### src/rtl/bufprog_pkg.sv
package bufprog_pkg;

  typedef enum logic [3:0] {
    ST_IDLE,
    ST_UNLK1,
    ST_UNLK2,
    ST_COUNT,
    ST_WORDS,
    ST_CONFIRM,
    ST_ABT0,
    ST_ABT1,
    ST_ABT2
  } seqState_t;

  // control -> datapath strobes
  typedef struct packed {
    logic latchSector;  // load command accepted: keep sector, clear mask
    logic latchPage;    // first program word: keep page tag
    logic storeWord;    // write data into the addressed slot
  } dpStrobe_t;

  // datapath -> control decode results
  typedef struct packed {
    logic unlockA;      // AA at 555
    logic unlockB;      // 55 at 2AA
    logic resetCmd;     // F0 at 555
    logic loadCmd;      // 25
    logic confirmCmd;   // 29
    logic sectorMatch;  // address in the latched sector
    logic pageMatch;    // address in the latched page
    logic countTooBig;  // word count beyond page size
  } dpMatch_t;

endpackage

### src/rtl/bp_datapath.sv
module bp_datapath
  import bufprog_pkg::*;
#(
  parameter int ADDR_W     = 22,
  parameter int DATA_W     = 16,
  parameter int PAGE_WORDS = 16,
  parameter int SECT_LSB   = 15,
  parameter int CMD_AW     = 12
) (
  input  logic                         clk,
  input  logic                         rstN,
  input  logic                         wrEn,
  input  logic [ADDR_W-1:0]            wrAddr,
  input  logic [DATA_W-1:0]            wrData,
  input  dpStrobe_t                    strobe,
  output dpMatch_t                     match,
  output logic [ADDR_W-1:0]            commitBase,
  output logic [PAGE_WORDS*DATA_W-1:0] commitData,
  output logic [PAGE_WORDS-1:0]        commitMask
);

  localparam int PAGE_AW = $clog2(PAGE_WORDS);
  localparam int TAG_W   = ADDR_W - PAGE_AW;
  localparam int SECT_W  = ADDR_W - SECT_LSB;

  logic [SECT_W-1:0]     sectorQ;
  logic [TAG_W-1:0]      pageQ;
  logic [PAGE_WORDS-1:0] maskQ;
  logic [PAGE_AW-1:0]    slotIdx;

  assign slotIdx = wrAddr[PAGE_AW-1:0];

  // command decode on the low address and data bits only
  always_comb begin
    match.unlockA     = (wrAddr[CMD_AW-1:0] == CMD_AW'('h555)) && (wrData[7:0] == 8'hAA);
    match.unlockB     = (wrAddr[CMD_AW-1:0] == CMD_AW'('h2AA)) && (wrData[7:0] == 8'h55);
    match.resetCmd    = (wrAddr[CMD_AW-1:0] == CMD_AW'('h555)) && (wrData[7:0] == 8'hF0);
    match.loadCmd     = (wrData[7:0] == 8'h25);
    match.confirmCmd  = (wrData[7:0] == 8'h29);
    match.sectorMatch = (wrAddr[ADDR_W-1:SECT_LSB] == sectorQ);
    match.pageMatch   = (wrAddr[ADDR_W-1:PAGE_AW] == pageQ);
    match.countTooBig = (wrData > DATA_W'(PAGE_WORDS - 1));
  end

  always_ff @(posedge clk or negedge rstN) begin
    if (!rstN) begin
      sectorQ <= '0;
      pageQ   <= '0;
      maskQ   <= '0;
    end else begin
      if (strobe.latchSector) sectorQ <= wrAddr[ADDR_W-1:SECT_LSB];
      if (strobe.latchPage)   pageQ   <= wrAddr[ADDR_W-1:PAGE_AW];
      if (strobe.latchSector)    maskQ          <= '0;
      else if (strobe.storeWord) maskQ[slotIdx] <= 1'b1;
    end
  end

  genvar gi;
  generate
    for (gi = 0; gi < PAGE_WORDS; gi++) begin : gSlot
      logic [DATA_W-1:0] wordQ;
      always_ff @(posedge clk or negedge rstN) begin
        if (!rstN)
          wordQ <= '0;
        else if (strobe.storeWord && (slotIdx == PAGE_AW'(gi)))
          wordQ <= wrData;
      end
      assign commitData[gi*DATA_W +: DATA_W] = wordQ;
    end
  endgenerate

  assign commitBase = {pageQ, {PAGE_AW{1'b0}}};
  assign commitMask = maskQ;

  AST_STORE_IN_PAGE: assert property (@(posedge clk) disable iff (!rstN)
    (strobe.storeWord && !strobe.latchPage) |-> match.pageMatch);

  AST_STORE_SETS_SLOT: assert property (@(posedge clk) disable iff (!rstN)
    (strobe.storeWord && !strobe.latchSector) |=> commitMask[$past(slotIdx)]);

  AST_STROBE_NEEDS_WRITE: assert property (@(posedge clk) disable iff (!rstN)
    (strobe.storeWord || strobe.latchSector) |-> wrEn);

endmodule

### src/rtl/bp_ctrl.sv
module bp_ctrl
  import bufprog_pkg::*;
#(
  parameter int PAGE_WORDS = 16
) (
  input  logic                         clk,
  input  logic                         rstN,
  input  logic                         wrEn,
  input  logic [$clog2(PAGE_WORDS)-1:0] wrCount,
  input  dpMatch_t                     match,
  output dpStrobe_t                    strobe,
  output logic                         commitPulse,
  output logic                         abortFlag
);

  localparam int PAGE_AW = $clog2(PAGE_WORDS);

  seqState_t          stateQ, stateD;
  logic [PAGE_AW-1:0] leftQ, leftD;
  logic               firstQ, firstD;
  logic               fire;
  logic               inAbort;

  always_comb begin
    stateD = stateQ;
    leftD  = leftQ;
    firstD = firstQ;
    strobe = '0;
    fire   = 1'b0;
    if (wrEn) begin
      case (stateQ)
        ST_IDLE:
          if (match.unlockA) stateD = ST_UNLK1;
        ST_UNLK1:
          if (match.unlockB)      stateD = ST_UNLK2;
          else if (match.unlockA) stateD = ST_UNLK1;
          else                    stateD = ST_IDLE;
        ST_UNLK2:
          if (match.loadCmd) begin
            stateD             = ST_COUNT;
            strobe.latchSector = 1'b1;
          end else if (match.unlockA) stateD = ST_UNLK1;
          else                        stateD = ST_IDLE;
        ST_COUNT:
          if (!match.sectorMatch || match.countTooBig) stateD = ST_ABT0;
          else begin
            stateD = ST_WORDS;
            leftD  = wrCount;
            firstD = 1'b1;
          end
        ST_WORDS:
          if (!firstQ && !match.pageMatch) stateD = ST_ABT0;
          else begin
            strobe.storeWord = 1'b1;
            strobe.latchPage = firstQ;
            firstD           = 1'b0;
            if (leftQ == '0) stateD = ST_CONFIRM;
            else             leftD  = leftQ - 1'b1;
          end
        ST_CONFIRM:
          if (match.confirmCmd && match.sectorMatch) begin
            stateD = ST_IDLE;
            fire   = 1'b1;
          end else stateD = ST_ABT0;
        ST_ABT0:
          if (match.unlockA) stateD = ST_ABT1;
        ST_ABT1:
          if (match.unlockB)      stateD = ST_ABT2;
          else if (match.unlockA) stateD = ST_ABT1;
          else                    stateD = ST_ABT0;
        ST_ABT2:
          if (match.resetCmd)     stateD = ST_IDLE;
          else if (match.unlockA) stateD = ST_ABT1;
          else                    stateD = ST_ABT0;
        default: stateD = ST_IDLE;
      endcase
    end
  end

  always_ff @(posedge clk or negedge rstN) begin
    if (!rstN) begin
      stateQ      <= ST_IDLE;
      leftQ       <= '0;
      firstQ      <= 1'b0;
      commitPulse <= 1'b0;
    end else begin
      stateQ      <= stateD;
      leftQ       <= leftD;
      firstQ      <= firstD;
      commitPulse <= fire;
    end
  end

  assign inAbort   = (stateQ == ST_ABT0) || (stateQ == ST_ABT1) || (stateQ == ST_ABT2);
  assign abortFlag = inAbort;

  AST_PULSE_SINGLE: assert property (@(posedge clk) disable iff (!rstN)
    commitPulse |=> !commitPulse);

  AST_PULSE_NOT_ABORT: assert property (@(posedge clk) disable iff (!rstN)
    commitPulse |-> !abortFlag);

  AST_ABORT_FROM_WRITE: assert property (@(posedge clk) disable iff (!rstN)
    $rose(abortFlag) |-> $past(wrEn));

  AST_ABORT_EXIT_RESET: assert property (@(posedge clk) disable iff (!rstN)
    $fell(abortFlag) |-> $past(wrEn && match.resetCmd));

  AST_NO_STORE_IN_ABORT: assert property (@(posedge clk) disable iff (!rstN)
    abortFlag |-> !(strobe.storeWord || strobe.latchSector));

endmodule

### src/rtl/bufprog_tracker.sv
module bufprog_tracker
  import bufprog_pkg::*;
#(
  parameter int ADDR_W     = 22,
  parameter int DATA_W     = 16,
  parameter int PAGE_WORDS = 16,
  parameter int SECT_LSB   = 15
) (
  input  logic                         clk,
  input  logic                         rstN,
  input  logic                         wrEn,
  input  logic [ADDR_W-1:0]            wrAddr,
  input  logic [DATA_W-1:0]            wrData,
  output logic                         commitPulse,
  output logic [ADDR_W-1:0]            commitBase,
  output logic [PAGE_WORDS*DATA_W-1:0] commitData,
  output logic [PAGE_WORDS-1:0]        commitMask,
  output logic                         abortFlag
);

  localparam int PAGE_AW = $clog2(PAGE_WORDS);

  dpStrobe_t strobe;
  dpMatch_t  match;

  bp_ctrl #(
    .PAGE_WORDS(PAGE_WORDS)
  ) i_ctrl (
    .clk        (clk),
    .rstN       (rstN),
    .wrEn       (wrEn),
    .wrCount    (wrData[PAGE_AW-1:0]),
    .match      (match),
    .strobe     (strobe),
    .commitPulse(commitPulse),
    .abortFlag  (abortFlag)
  );

  bp_datapath #(
    .ADDR_W    (ADDR_W),
    .DATA_W    (DATA_W),
    .PAGE_WORDS(PAGE_WORDS),
    .SECT_LSB  (SECT_LSB)
  ) i_datapath (
    .clk       (clk),
    .rstN      (rstN),
    .wrEn      (wrEn),
    .wrAddr    (wrAddr),
    .wrData    (wrData),
    .strobe    (strobe),
    .match     (match),
    .commitBase(commitBase),
    .commitData(commitData),
    .commitMask(commitMask)
  );

  AST_COMMIT_HAS_WORDS: assert property (@(posedge clk) disable iff (!rstN)
    commitPulse |-> (commitMask != '0));

endmodule

### config.mk
export PLATFORM = sky130hd
export DESIGN_NAME = bufprog_tracker
export DESIGN_NICKNAME = d
export VERILOG_FILES = /design/src/rtl/bufprog_pkg.sv /design/src/rtl/bp_datapath.sv /design/src/rtl/bp_ctrl.sv /design/src/rtl/bufprog_tracker.sv
export SDC_FILE = /design/constraint.sdc
export NUM_CORES = 1
export LEC_CHECK = 0
export ABC_AREA = 1
export CAP_MARGIN = 15
export CELL_PAD_IN_SITES_DETAIL_PLACEMENT = 2
export CELL_PAD_IN_SITES_GLOBAL_PLACEMENT = 2
export CORE_ASPECT_RATIO = 1.4
export CORE_UTILIZATION = 40
export CTS_CLUSTER_SIZE = 10
export DETAILED_ROUTE_END_ITERATION = 10
export DONT_BUFFER_PORTS = 1
export PLACE_DENSITY_LB_ADDON = 0.12
export SLEW_MARGIN = 5
export SYNTH_ARGS = -nofsm -noshare
export SYNTH_HDL_FRONTEND = slang
export SYNTH_SLANG_ARGS = --single-unit
### constraint.sdc
create_clock -name clk -period 2.8 [get_ports clk]
set_clock_uncertainty 0.1 [all_clocks]
set_input_delay 0.56 -clock clk [delete_from_list [all_inputs] [get_ports clk]]
set_output_delay 0.56 -clock clk [all_outputs]
set_load 0.03 [all_outputs]
---- Word-level counts from Yosys, hierarchy flattened ----
Index checks and enable logic that the tools add are counted.
operators by class
  add/subtract/negate cells ............... 1
  $mul .................................... 0
  divide/modulo/power cells ............... 0
  magnitude comparators ................... 3
  equal/unequal tests ..................... 38
  shifts and indexed selects .............. 0
  multiplexer cells ....................... 32
  bitwise gates (word level) .............. 1
  reductions and logical operators ........ 36
operator list
  cell                  count
  $mux 4                10
  $eq 4x4->1 const B    9
  $pmux 4 s9            1
  $eq 4x3->1 const B    8
  $mux 16               2
  $logic_and 1x1->1     22
  $eq 18x18->1          1
  $eq 4x2->1 const B    4
  $eq 8x6->1 const B    2
  $eq 8x8->1 const B    2
  $gt 16x4->1 const B   1
  $or 16x16->16         1
  $eq 12x10->1 const B  1
  $eq 12x11->1 const B  1
  $logic_not 4->1       3
  $mux 1                10
  $eq 4x1->1 const B    2
  $eq 8x7->1 const B    1
  $mux 2                4
  $pmux 4 s2            1
  $reduce_and 4->1      2
  $eq 7x7->1            1
  $mux 3                2
  $ne 2x2->1 const B    3
  other kinds (11)      17
storage, ports and cells
  flip-flop bits (word level) ............. 307
  bits in latches ......................... 0
  RAM bits ................................ 0
  ROM bits ................................ 0
  input bits .............................. 41
  output and inout bits ................... 296
  logic and storage cells ................. 134
  memories ................................ 0

---- Longest topological paths before layout ----
  depth after elaboration ................. 8
  depth in mapped cells ................... 15

---- By module ----
Synthesis repeated with hierarchy kept, for this count alone.
unflattened totals
  cells, all modules ...................... 1254
  area total of the unflattened synthesis .. 12029.0 um2
by module, submodules not included
  module       instances  cells each  area each (um2)
  bp_datapath  1          1124        11209.5
  bp_ctrl      1          130         819.5

---- Worst setup path after synthesis ----
No wires, ideal clock.
  kind .................................... input to register
  from .................................... in wrAddr[17]
  to ...................................... reg i_datapath.gSlot[8].wordQ[15]
  setup time .............................. 0.117 ns
  arrival ................................. 1.832 ns
  data required time ...................... 2.583 ns
  path slack .............................. 0.751 ns
  stages on the path ...................... 13
  buffers on the path ..................... 2
  cell sequence ........................... xor2_1 -> nor2_1 -> nand2_1 -> nor2_1 -> nand2_2 -> nand2_4 -> nand2_4 -> buf_6 -> nor2_1 -> nand2_1 -> buf_2 -> nand2_1 -> nand2_1
between the ends
  word-level cells in the longest chain between the ends .. 7
RTL lines
  what                  RTL line               text
  start, declared       bufprog_tracker.sv:12  input logic [ADDR_W-1:0] wrAddr,
  $eq 18x18->1          bp_datapath.sv:41      match.pageMatch = (wrAddr[ADDR_W-1:PAGE_AW] == pageQ);
  $logic_not 1->1       bp_ctrl.sv:52          if (!firstQ && !match.pageMatch) stateD = ST_ABT0;
  $logic_and 1x1->1     bp_ctrl.sv:52
  $mux 2                bp_ctrl.sv:52
  $mux 2                bp_ctrl.sv:31          case (stateQ)
  $mux 3                bp_ctrl.sv:30          if (wrEn) begin
  $logic_and 1x1->1     bp_datapath.sv:65      else if (strobe.storeWord && (slotIdx == PAGE_AW'(gi)))
  end signal, assigned  bp_datapath.sv:66      wordQ <= wrData;
  end, declared         bp_datapath.sv:61      logic [DATA_W-1:0] wordQ;
No other way between the ends.
A chain may end at the register's enable or synchronous reset.

---- Worst setup path after layout ----
  from .................................... reg i_datapath.pageQ[13]
  to ...................................... reg i_datapath.gSlot[12].wordQ[1]
between the ends
  word-level cells in the longest chain between the ends .. 7
RTL lines
  what                    RTL line           text
  start, declared         bp_datapath.sv:27  logic [TAG_W-1:0] pageQ;
  start signal, assigned  bp_datapath.sv:52  if (strobe.latchPage) pageQ <= wrAddr[ADDR_W-1:PAGE_AW];
  $eq 18x18->1            bp_datapath.sv:41
  $logic_not 1->1         bp_ctrl.sv:52
  $logic_and 1x1->1       bp_ctrl.sv:52
  $mux 2                  bp_ctrl.sv:52
  $mux 2                  bp_ctrl.sv:31
  $mux 3                  bp_ctrl.sv:30
  $logic_and 1x1->1       bp_datapath.sv:65
  end signal, assigned    bp_datapath.sv:66
  end, declared           bp_datapath.sv:61
No other way between the ends.

==> metrics <==
status=finished with violations; failing checks=hold timing; CTS tree=built; Site Rows=77; Reg2Reg Setup Slack=260 ps; Max Cap Viol=0; die width=154 µm; cell count after synthesis=1,482; Internal Power=8.76 mW; Max H-tree Level=2; YS warnings=0; Synth area leaders=dfrtp_1 (59%), nand2_1 (21%), o21ai_0 (3.9%), nor2_1 (1.7%), inv_1 (1.6%); sequential power share=57.7%; maximum achievable frequency=393 MHz; crit path max fanout=27; n_diodes=0; Root Driver=clkbuf_16; Cell Pwr Density=1050 nW/µm²; Total Negative Setup Slacks=0 ps; Total GRT Usage=27.9%; Layout Nets=1,525; total wire length=45,300 µm; grt total ovfl=0; Mean Syn Cell Area=8.77 µm²; Final Slew Violations=0; CP Data Required Time=3070 ps; Pre-antenna DRT Iters=4; Synth top area share=59.1%; synth cell count leaders=nand2_1 (713), dfrtp_1 (307), o21ai_0 (102); Die Span Y=215 µm; post-synthesis sequential area ratio=59.1%; clk sinks=307; slowest CP cell=dfrtp_1; initial antenna violation count=0; worst setup path class=flip-flop to flip-flop; Num CTS Buffers=36; num ports=337; ratio of cells with drive above 1 in the final layout=8.41%; Setup violations, final=0; max incr delay on CP=520 ps; Die ar.=33,200 µm²; Fin. Hold Viols=307; Slew HR=52.3%; worst hold slack=-373 ps; Clk pwr share=28.1%; Core Util, Final=44.9%; worst slack, placed=212 ps; core region area=31,800 µm²; async set-reset flop share out of synthesis=100%; maximum vdd drop=576 µV; Net Sw Frac=41.3%; CP top delay family=simple AND/OR/NAND/NOR gates; post-synth top area cell=dfrtp_1; dpl hpwl=30,600 µm; most frequent cell after synthesis=nand2_1; RSZ-0062 raised after global routing=false; Synth Flop Type=dfrtp_1; Post-CTS Resized=0; vias in the first global route=11,300; setup ws final=258 ps; Worst Path Buf+Inv=2; largest net degree at the start of global routing=308; CP cell instances=xor2_1 > nor2_1 > nand2_1 > nor2_1 > nand2_2 > nand2_4 > nand2_4 > inv_2 > buf_4 > nand2_4 > nand2_1 > o21ai_0; Placed Cells=1,840; reg2reg start=i_datapath.pageQ[13]; Worst-Margin Slew=714 ps; FF-to-FF path depth=12; minimum clock period=2540 ps; flop and latch count out of synthesis=307; first-pass GRT wire length=69,400 µm; Mapped Area=13,000 µm²; IO buf count=0; Pleak=7.72 nW; combinational share of power=14.2%; net switching power=6.17 mW; final worst path period share=90.8%; Area growth syn-to-layout=9.80%; Longest Clk Path Bufs=3; GPL Wtd Cong=0.819; number of synthesized flops with an enable pin=0; total number of vias=10,200; FF-to-FF End=i_datapath.gSlot[12].wordQ[1]; Routed Antenna Nets=0; CP endpoint kind=flip-flop; Critical Path AT=2820 ps; WL per Instance=24.1 µm; Hold/Removal Path Class=input pin to async pin; Cell Count, Final, Fillers Out=1,881; DRT iter0 DRCs=424; post-CTS setup repair buffer count=0; most frequent CP cell=nand2_4; post-synthesis cell type count=34; drt drc=0; DR vias/cell=5.40; Initial Util=40.9%; Worst-path clk slew=60 ps; worst-skew pair later-pin latency=530 ps; CP Launch Type=flip-flop
-- final cells by class --
type	count	area, µm²
Clock inverter	1	16.3
Clock buffer	40	968
Multi-Input combinational cell	1036	4570
Timing Repair Buffer	36	283
Fill cell	3514	17500
Inverter	66	248
Tap cell	395	494
Sequential cell	307	7680
-- layout by cell type (no fill, tap or decap), types with 5 or more instances in the layout --
| cell type | count |
|---|---|
| nand2_1 | 713 |
| dfrtp_1 | 307 |
| o21ai_0 | 102 |
| nor2_1 | 60 |
| inv_1 | 56 |
| nand3_1 | 42 |
| clkbuf_16 | 38 |
| buf_4 | 35 |
| o21a_1 | 18 |
| o21ai_1 | 17 |
| xor2_1 | 14 |
| inv_2 | 10 |
| nand2_2 | 8 |
| nand2_4 | 8 |
| nor3_4 | 8 |
| nor3_1 | 7 |
| nand4_1 | 6 |
| nor2_4 | 5 |
-- state kept, by name, indices dropped and copies added, names as in the netlist --
signal / cells
i_ctrl.commitPulse: 1
i_ctrl.firstQ: 1
i_ctrl.leftQ: 4
i_ctrl.stateQ: 4
i_datapath.commitMask: 16
i_datapath.gSlot.wordQ: 256
i_datapath.pageQ: 18
i_datapath.sectorQ: 7
-- routing by layer --
layer  global-route usage, %  vias to the layer above  wire, µm
met4                    11.3                        0      1790
met1                    30.2                     5146     16400
met5                       0                        -         0
met2                    49.0                      343     22800
met3                    10.4                      106      4230
li1                        -                     4558         -
-- kinds of logic after synthesis --
logic type / synth area share, %
flip-flops: 59.1
XOR/XNOR: 1.08
other: 0.0289
buffers and inverters: 5.75
AO/OA/AOI/OAI: 6.13
multiplexers: 0.260
adder cells (fa/ha/maj): 0.0963
AND/OR/NAND/NOR: 27.5
-- power groups by stage --
stage,logic (mW),registers (mW),clock network (mW)
floorplan,1.54,8.36,0
global placement,2.00,8.67,0
detailed placement,2.16,8.69,0
CTS,2.18,8.64,4.30
global route,2.45,8.75,4.44
finish,2.13,8.62,4.19
-- worst max path at each step --
stage	start	to	slack [ps]	cells after the start
floorplan	wrAddr[17]	i_datapath.gSlot[8].wordQ[15]	750	13
global placement	wrAddr[13]	i_datapath.gSlot[12].wordQ[7]	270	14
detailed placement	wrAddr[13]	i_datapath.gSlot[12].wordQ[0]	210	14
CTS	i_datapath.pageQ[13]	i_datapath.commitMask[0]	210	11
global route	i_datapath.pageQ[13]	i_datapath.gSlot[12].wordQ[1]	5	12
finish	i_datapath.pageQ[13]	i_datapath.gSlot[12].wordQ[1]	260	12
-- through the flow --
step                      area [µm²]  power [mW]
final                          14300        14.9
after global routing           14300        15.6
after CTS                      14300        15.1
after detailed placement       13300        10.8
after global placement         13300        10.7
after floorplan                13000        9.90
-- worst register-to-register path, cell delays in order, from the launching register on --
cell,delay [ps]
dfrtp_1,520
xor2_1,220
nor2_1,150
nand2_1,70
nor2_1,120
nand2_2,100
nand2_4,90
nand2_4,130
inv_2,130
buf_4,320
nand2_4,240
nand2_1,120
o21ai_0,90
No activity file was read; power rests on OpenSTA's default activity.
